### src/rtl/alu_slice_pkg.sv
package alu_slice_pkg;
    localparam int unsigned WORD_W = 12;

    typedef struct packed {
        logic use_a;
        logic flip_a;
        logic use_b;
        logic carry_in;
    } slice_ctl_t;
endpackage

### src/rtl/alu_bit_cell.sv
module alu_bit_cell
    import alu_slice_pkg::*;
(
    input  logic       a_bit,
    input  logic       b_bit,
    input  slice_ctl_t ctl,
    input  logic       cin,
    output logic       sum,
    output logic       cout
);
    logic gated_a;
    logic gated_b;

    always_comb begin
        gated_a = (a_bit & ctl.use_a) ^ ctl.flip_a;
        gated_b = b_bit & ctl.use_b;
        sum     = gated_a ^ gated_b ^ cin;
        cout    = (gated_a & gated_b) | (cin & (gated_a ^ gated_b));
    end
endmodule

### src/rtl/alu_slice_chain.sv
module alu_slice_chain
    import alu_slice_pkg::*;
#(
    parameter int unsigned WIDTH = WORD_W
) (
    input  logic [WIDTH-1:0] a_in,
    input  logic [WIDTH-1:0] b_in,
    input  slice_ctl_t       ctl,
    output logic [WIDTH-1:0] sum_out,
    output logic             carry_top_in,
    output logic             carry_top_out
);
    localparam int unsigned TOP = WIDTH - 1;

    logic [WIDTH:0] carry;

    assign carry[0] = ctl.carry_in;

    for (genvar i = 0; i < WIDTH; i++) begin : g_cell
        alu_bit_cell u_cell (
            .a_bit (a_in[i]),
            .b_bit (b_in[i]),
            .ctl   (ctl),
            .cin   (carry[i]),
            .sum   (sum_out[i]),
            .cout  (carry[i+1])
        );
    end

    assign carry_top_in  = carry[TOP];
    assign carry_top_out = carry[WIDTH];
endmodule

### src/rtl/alu_flag_gen.sv
module alu_flag_gen #(
    parameter int unsigned WIDTH = 12
) (
    input  logic [WIDTH-1:0] value,
    input  logic             carry_top_in,
    input  logic             carry_top_out,
    output logic             ovf,
    output logic             pos,
    output logic             zero
);
    localparam int unsigned SIGN = WIDTH - 1;

    always_comb begin
        ovf  = carry_top_in ^ carry_top_out;
        pos  = ~value[SIGN];
        zero = ~(|value);
    end
endmodule

### src/rtl/pz_status_reg.sv
module pz_status_reg (
    input  logic clk,
    input  logic rst_n,
    input  logic capture,
    input  logic pos_in,
    input  logic zero_in,
    output logic pos_q,
    output logic zero_q
);
    always_ff @(posedge clk or negedge rst_n) begin
        if (!rst_n) begin
            pos_q  <= 1'b1;
            zero_q <= 1'b1;
        end else if (capture) begin
            pos_q  <= pos_in;
            zero_q <= zero_in;
        end
    end


    status_hold_chk: assert property (@(posedge clk) disable iff (!rst_n)
        !capture |=> ($stable(pos_q) && $stable(zero_q)));


    status_capture_chk: assert property (@(posedge clk) disable iff (!rst_n)
        capture |=> (pos_q == $past(pos_in) && zero_q == $past(zero_in)));


    status_reset_chk: assert property (@(posedge clk)
        !rst_n |=> (pos_q && zero_q));
endmodule

### src/rtl/alu_status_core.sv
module alu_status_core
    import alu_slice_pkg::*;
#(
    parameter int unsigned WIDTH = WORD_W
) (
    input  logic             clk,
    input  logic             rst_n,
    input  logic [WIDTH-1:0] op_a,
    input  logic [WIDTH-1:0] op_b,
    input  logic             en_a,
    input  logic             inv_a,
    input  logic             en_b,
    input  logic             incr,
    input  logic             acc_load,
    output logic [WIDTH-1:0] result,
    output logic             ovf,
    output logic             pos,
    output logic             zero,
    output logic             pos_q,
    output logic             zero_q
);
    localparam int unsigned SIGN = WIDTH - 1;

    slice_ctl_t ctl;
    logic       c_top_in;
    logic       c_top_out;

    assign ctl = '{use_a: en_a, flip_a: inv_a, use_b: en_b, carry_in: incr};

    alu_slice_chain #(.WIDTH(WIDTH)) u_chain (
        .a_in          (op_a),
        .b_in          (op_b),
        .ctl           (ctl),
        .sum_out       (result),
        .carry_top_in  (c_top_in),
        .carry_top_out (c_top_out)
    );

    alu_flag_gen #(.WIDTH(WIDTH)) u_flags (
        .value         (result),
        .carry_top_in  (c_top_in),
        .carry_top_out (c_top_out),
        .ovf           (ovf),
        .pos           (pos),
        .zero          (zero)
    );

    pz_status_reg u_status (
        .clk     (clk),
        .rst_n   (rst_n),
        .capture (acc_load),
        .pos_in  (pos),
        .zero_in (zero),
        .pos_q   (pos_q),
        .zero_q  (zero_q)
    );


    add_result_chk: assert property (@(posedge clk) disable iff (!rst_n)
        (en_a && en_b && !inv_a && !incr) |-> (result == WIDTH'(op_a + op_b)));


    sub_result_chk: assert property (@(posedge clk) disable iff (!rst_n)
        (en_a && en_b && inv_a && incr) |-> (result == WIDTH'(op_b - op_a)));


    const_zero_chk: assert property (@(posedge clk) disable iff (!rst_n)
        (!en_a && !en_b && !inv_a && !incr) |-> (result == '0));


    add_overflow_chk: assert property (@(posedge clk) disable iff (!rst_n)
        (en_a && en_b && !inv_a && !incr) |->
        (ovf == ((op_a[SIGN] == op_b[SIGN]) && (result[SIGN] != op_a[SIGN]))));


    zero_is_pos_chk: assert property (@(posedge clk) disable iff (!rst_n)
        zero |-> pos);
endmodule

### config.mk
export PLATFORM = sky130hd
export DESIGN_NAME = alu_status_core
export DESIGN_NICKNAME = d
export VERILOG_FILES = /design/src/rtl/alu_slice_pkg.sv /design/src/rtl/alu_bit_cell.sv /design/src/rtl/alu_slice_chain.sv /design/src/rtl/alu_flag_gen.sv /design/src/rtl/pz_status_reg.sv /design/src/rtl/alu_status_core.sv
export SDC_FILE = /design/constraint.sdc
export NUM_CORES = 1
export LEC_CHECK = 0
export ABC_AREA = 0
export ABC_CLOCK_PERIOD_IN_PS = 7800
export CELL_PAD_IN_SITES_DETAIL_PLACEMENT = 0
export CELL_PAD_IN_SITES_GLOBAL_PLACEMENT = 1
export CORE_MARGIN = 2
export CORE_UTILIZATION = 25
export CTS_CLUSTER_SIZE = 25
export DETAILED_ROUTE_END_ITERATION = 12
export HOLD_SLACK_MARGIN = 0.02
export PLACE_DENSITY = 0.79
export SYNTH_ARGS = -nofsm -noshare
export SYNTH_HDL_FRONTEND = slang
export SYNTH_SLANG_ARGS = --single-unit
### constraint.sdc
create_clock -name clk -period 7.8 [get_ports clk]
set_input_delay 1.17 -clock clk [delete_from_list [all_inputs] [get_ports clk]]
set_output_delay 1.17 -clock clk [all_outputs]
set_load 0.02 [all_outputs]
# Word level (Yosys, flattened, before mapping)
# Index checks and enable logic that the tools add are counted.
# op_classes
n_bitwise,99
reduce_logical,1
# ops
op,count
1-bit bitwise AND,48
1-bit XOR,37
1-bit OR,12
12-bit OR reduction,1
1-bit NOT,2
# totals
ff_bits,2
input_bits,31
out_inout_bits,17
wordCells,102

# Longest topological paths before layout
# logic_depth
word_depth,28
ltp_mapped,21
mapped_depth_nobuf,20

# Modules after synthesis
# From an unflattened synthesis, not the netlist that was laid out.
# unflattened
cells_unflattened,94
area_unflattened_um2,683.2
# modules_own_cells
module,instances,cells_each,area_each_um2,seq_area_each_um2
alu_bit_cell,12,7,47.5,0.0
pz_status_reg,1,4,75.1,52.6
alu_flag_gen,1,6,37.5,0.0

# Worst setup path before layout
# No wires, ideal clock.
# synth_path
path_type,input to output
startpoint,in en_a
endpoint,out zero
arrival_time_ps,6608
slack_ps,22
stages,21
n_path_buf,1
path_cell_list,clkbuf_1 > nand2_1 > xnor2_1 > fa_1 > inv_1 > fa_1 > inv_1 > fa_1 > fa_1 > fa_1 > fa_1 > fa_1 > fa_1 > fa_1 > inv_1 > fa_1 > fa_1 > inv_1 > fa_1 > nand4bb_1 > nor3_1
# synth_via
elab_chain_cells,28
elab_cells_between_ends,83
classes_between,bitwise (82); reduce/logical (1)
# synth_rtl
item,line_no,rtl
"start, declared",alu_status_core.sv:10,"input logic en_a,"
1-bit bitwise AND,alu_bit_cell.sv:15,gated_a = (a_bit & ctl.use_a) ^ ctl.flip_a;
1-bit XOR,alu_bit_cell.sv:15,
1-bit XOR,alu_bit_cell.sv:18,cout = (gated_a & gated_b) | (cin & (gated_a ^ gated_b));
1-bit bitwise AND,alu_bit_cell.sv:18,
1-bit OR,alu_bit_cell.sv:18,
1-bit bitwise AND,alu_bit_cell.sv:18,
1-bit OR,alu_bit_cell.sv:18,
1-bit bitwise AND,alu_bit_cell.sv:18,
[... 13 more ...],--,
1-bit bitwise AND,alu_bit_cell.sv:18,
1-bit OR,alu_bit_cell.sv:18,
1-bit bitwise AND,alu_bit_cell.sv:18,
1-bit OR,alu_bit_cell.sv:18,
1-bit XOR *,alu_bit_cell.sv:17,sum = gated_a ^ gated_b ^ cin;
net u_chain.g_cell[11].u_cell.sum,alu_bit_cell.sv:8,"output logic sum,"
12-bit OR reduction *,alu_flag_gen.sv:16,zero = ~(|value);
1-bit NOT *,alu_flag_gen.sv:16,
"end, declared",alu_status_core.sv:18,"output logic zero,"
# Mark *: on every way through the listed nets, which the timed path passes. The rest lies on a longest branch.

# Worst setup path in the final report
# layout_path
startpoint,in en_a
endpoint,out zero
# layout_via
elab_chain_cells,28
elab_cells_between_ends,83
classes_between,bitwise (82); reduce/logical (1)
# layout_rtl
item,line_no
1-bit bitwise AND,alu_bit_cell.sv:15
1-bit XOR,alu_bit_cell.sv:15
1-bit XOR,"alu_bit_cell.sv:17, alu_bit_cell.sv:18"
1-bit bitwise AND,alu_bit_cell.sv:18
1-bit OR,alu_bit_cell.sv:18
1-bit bitwise AND,alu_bit_cell.sv:18
1-bit OR,alu_bit_cell.sv:18
1-bit bitwise AND,alu_bit_cell.sv:18
[... 12 more ...],--
1-bit OR,alu_bit_cell.sv:18
1-bit bitwise AND,alu_bit_cell.sv:18
1-bit OR,alu_bit_cell.sv:18
1-bit bitwise AND,alu_bit_cell.sv:18
1-bit OR,alu_bit_cell.sv:18
1-bit XOR,alu_bit_cell.sv:17
12-bit OR reduction *,alu_flag_gen.sv:16
1-bit NOT *,alu_flag_gen.sv:16
# Every way passes the cells marked *; elsewhere a longest branch is shown, timed or not.

==> results_dict.tcl <==
set metrics [dict create \
    cts_hold_buf 0 \
    grt_max_degree 12 \
    finClkSkew_ps 0 \
    die_h_um 57.9 \
    yosysSeqAreaShare 0.0723 \
    seqCellArea_sq_um 52.6 \
    ys_warn_count 0 \
    p_per_area_nw_per_um2 147 \
    ctsHtreeMaxLevel 1 \
    gp_routability_congestion 0.749 \
    drive_gt1_frac 0.290 \
    cp_slowest_stage_delay_ps 460 \
    grt_pass1_wl_um 3010 \
    rsz0062_at_grt "false" \
    layout.nets 169 \
    cts_setup_buffers 0 \
    layoutNonFillerInstCount 155 \
    max_freq_mhz 135 \
    wl_per_cell_um 12.1 \
    die-area_sq_um 3360 \
    cts_buffers 3 \
    drv_cap 0 \
    slew_headroom 0.833 \
    worstMarginPinSlew_ps 249 \
    cts.sinks 2 \
    syn_area_sq_um 727 \
    clk_latency_ps 220 \
    power.switching_w 0.0000776 \
    period_needed_ps 7430 \
    grtUsageTotal 0.117 \
    fin_setup_tns_ps 0 \
    root_buffer "clkbuf_4" \
    synth_cell_types 17 \
    antenna_found_initial 0 \
    crit_top_cell "fa_2" \
    grt_pass1_vias 675 \
    p_seq_frac 0.075 \
    synthTopCellsByArea "fa_1 33%, buf_4 12%, xnor2_1 12%" \
    die_w_um 57.9 \
    swShare 0.411 \
    min_period_over_period 0.953 \
    place.port_buffers 47 \
    cts_buffer_depth 2 \
    status "finished clean" \
    arrival_ps 6260 \
    antenna_cells 0 \
    crit_type "in2out" \
    core-area_sq_um 2760 \
    setup_viol_count_final 0 \
    synth_top_cell_area_share 0.330 \
    critPathTopFamily "adder cells" \
    drtIter0Drc 7 \
    placed_cells 152 \
    crit_chain "dlymetal6s2s_1, nand2_2, xnor2_2, fa_2, inv_2, fa_2, inv_2, fa_2, fa_2, fa_2, fa_2, fa_2, fa_2, fa_2, inv_2, fa_2, fa_2, inv_2, fa_1, nand4bb_4, nor3_2, buf_4" \
    final_cell_mix "37 x clkdlybuf4s50_1, 14 x nand2_1, 11 x fa_2, 9 x xnor2_1" \
    syn_nets 125 \
    hold_path_class "reg2reg" \
    vias_per_cell 4.17 \
    cts_tree "built" \
    path_buf_inv 6 \
    layout_commonest_cell "clkdlybuf4s50_1" \
    syn2layout_area_growth_pct 76.9 \
    leakagePower_nw 0.563 \
    p_int_w 0.000111 \
    crit_required_ps 6630 \
    slew_violations 0 \
    grt_remaining_overflow 0 \
    multi_input_area_sq_um 607 \
    synthCells 82 \
    hold_slack_ps 533 \
    vdd_drop_max_v 0.000128 \
    clkTransAtPathRegs_ps 30 \
    crit_path_end_kind "primary output" \
    rows 19 \
    initial_core_util 0.264 \
    drc 0 \
    finalHoldViolCount 0 \
    ant_nets 0 \
    syn-mean-instance-area_sq_um 8.87 \
    cp_max_fo 2 \
    io_pins 48 \
    dr_total_vias 647 \
    routed_wl_um 1880 \
    cpMaxStageDelayCell "fa_1" \
    synth_top_area_cell "fa_1" \
    comb_power_share 0.809 \
    fillers 276 \
    share_clk_of_total_power 0.116 \
    hpwl_um 1630 \
    ys_seq_elements 2 \
    first_pass_iters 2 \
    start_kind "input pin" \
]
## worst reg2reg max path, stage by stage (launching register included)
cell and delay (ps):
dfstp_2 510, nand2b_1 80, o41ai_2 60
## area by class of cell
| type | count | share of cell area |
|---|---|---|
| sequential | 2 | 0.0409 |
| inverter | 9 | 0.0263 |
| clock buffer | 3 | 0.0175 |
| multi-input combinational | 56 | 0.472 |
| tap | 31 | 0.0302 |
| timing repair buffer | 54 | 0.413 |
## power groups by stage
| stage | registers, W | logic, W | clock network, W |
|---|---|---|---|
| after floorplan | 0.0000166 | 0.0000935 | 0 |
| after global placement | 0.0000141 | 0.000144 | 0 |
| after detailed placement | 0.0000143 | 0.000146 | 0 |
| after CTS | 0.0000142 | 0.000146 | 0.0000231 |
| after global routing | 0.0000144 | 0.000167 | 0.0000242 |
| final | 0.0000141 | 0.000153 | 0.0000219 |
## per-layer routing
metal  GRT usage  routed length, um  vias up
li1            -                  -      319
met1       0.164                745      297
met2       0.185                967       29
met3      0.0246                159        2
met4      0.0299                  5        0
met5           0                  0        -
## state kept, by name, summed over array words and instances, names as in the netlist
register / cells
u_status.pos_q: 1
u_status.zero_q: 1
## logic make-up (layout without fill, tap and decap cells)
| kind of cell | count (synthesis) | count (layout) | share of synthesized area |
|---|---|---|---|
| mux | 1 | 1 | 0.0155 |
| compound gates | 1 | 1 | 0.0224 |
| buf+inv | 24 | 66 | 0.188 |
| fa+ha+maj | 12 | 12 | 0.330 |
| flops | 2 | 2 | 0.0723 |
| simple gates | 29 | 29 | 0.215 |
| xor+xnor | 13 | 13 | 0.157 |
## final timing paths
| check | from | end | slack, ps | depth (start not counted) |
|---|---|---|---|---|
| max reg2reg | u_status.zero_q | u_status.zero_q | 7050 | 2 |
| min | u_status.zero_q | u_status.zero_q | 530 | 2 |
| max in group asynchronous | rst_n | u_status.zero_q | 6470 | 1 |
| min reg2reg | u_status.zero_q | u_status.zero_q | 530 | 2 |
| min in group asynchronous | rst_n | u_status.pos_q | 1310 | 1 |
| max | en_a | zero | 370 | 22 |
## synthesized netlist by cell type
library cell	count
or4_1	1
nand2_1	15
nand2b_1	1
xnor2_1	10
nor3_1	1
dfstp_2	2
o41ai_2	1
buf_2	1
xor2_1	3
nand4bb_1	1
inv_1	9
buf_4	12
and2_1	9
or4b_4	1
mux2_1	1
fa_1	12
clkbuf_1	2
## metrics by stage
step / instance area, sq um / utilization / total power, W / setup slack, ps
3_5_place_dp: 1190 / 0.430 / 0.000160 / -654
2_1_floorplan: 727 / - / 0.000110 / 21.9
3_3_place_gp: 1190 / 0.430 / 0.000158 / -558
6_report: 1290 / 0.466 / 0.000189 / 370
5_1_grt: 1290 / 0.466 / 0.000205 / 116
4_1_cts: 1230 / 0.445 / 0.000184 / 13.0
## what timing repair did
| action | in CTS | in global routing |
|---|---|---|
| resized for setup | 17 | 19 |
| hold endpoints to repair | 0 | 0 |
| pin swaps | 3 | 16 |
| endpoints found under the setup margin | 5 | 4 |
No activity file was read; power rests on OpenSTA's default activity.
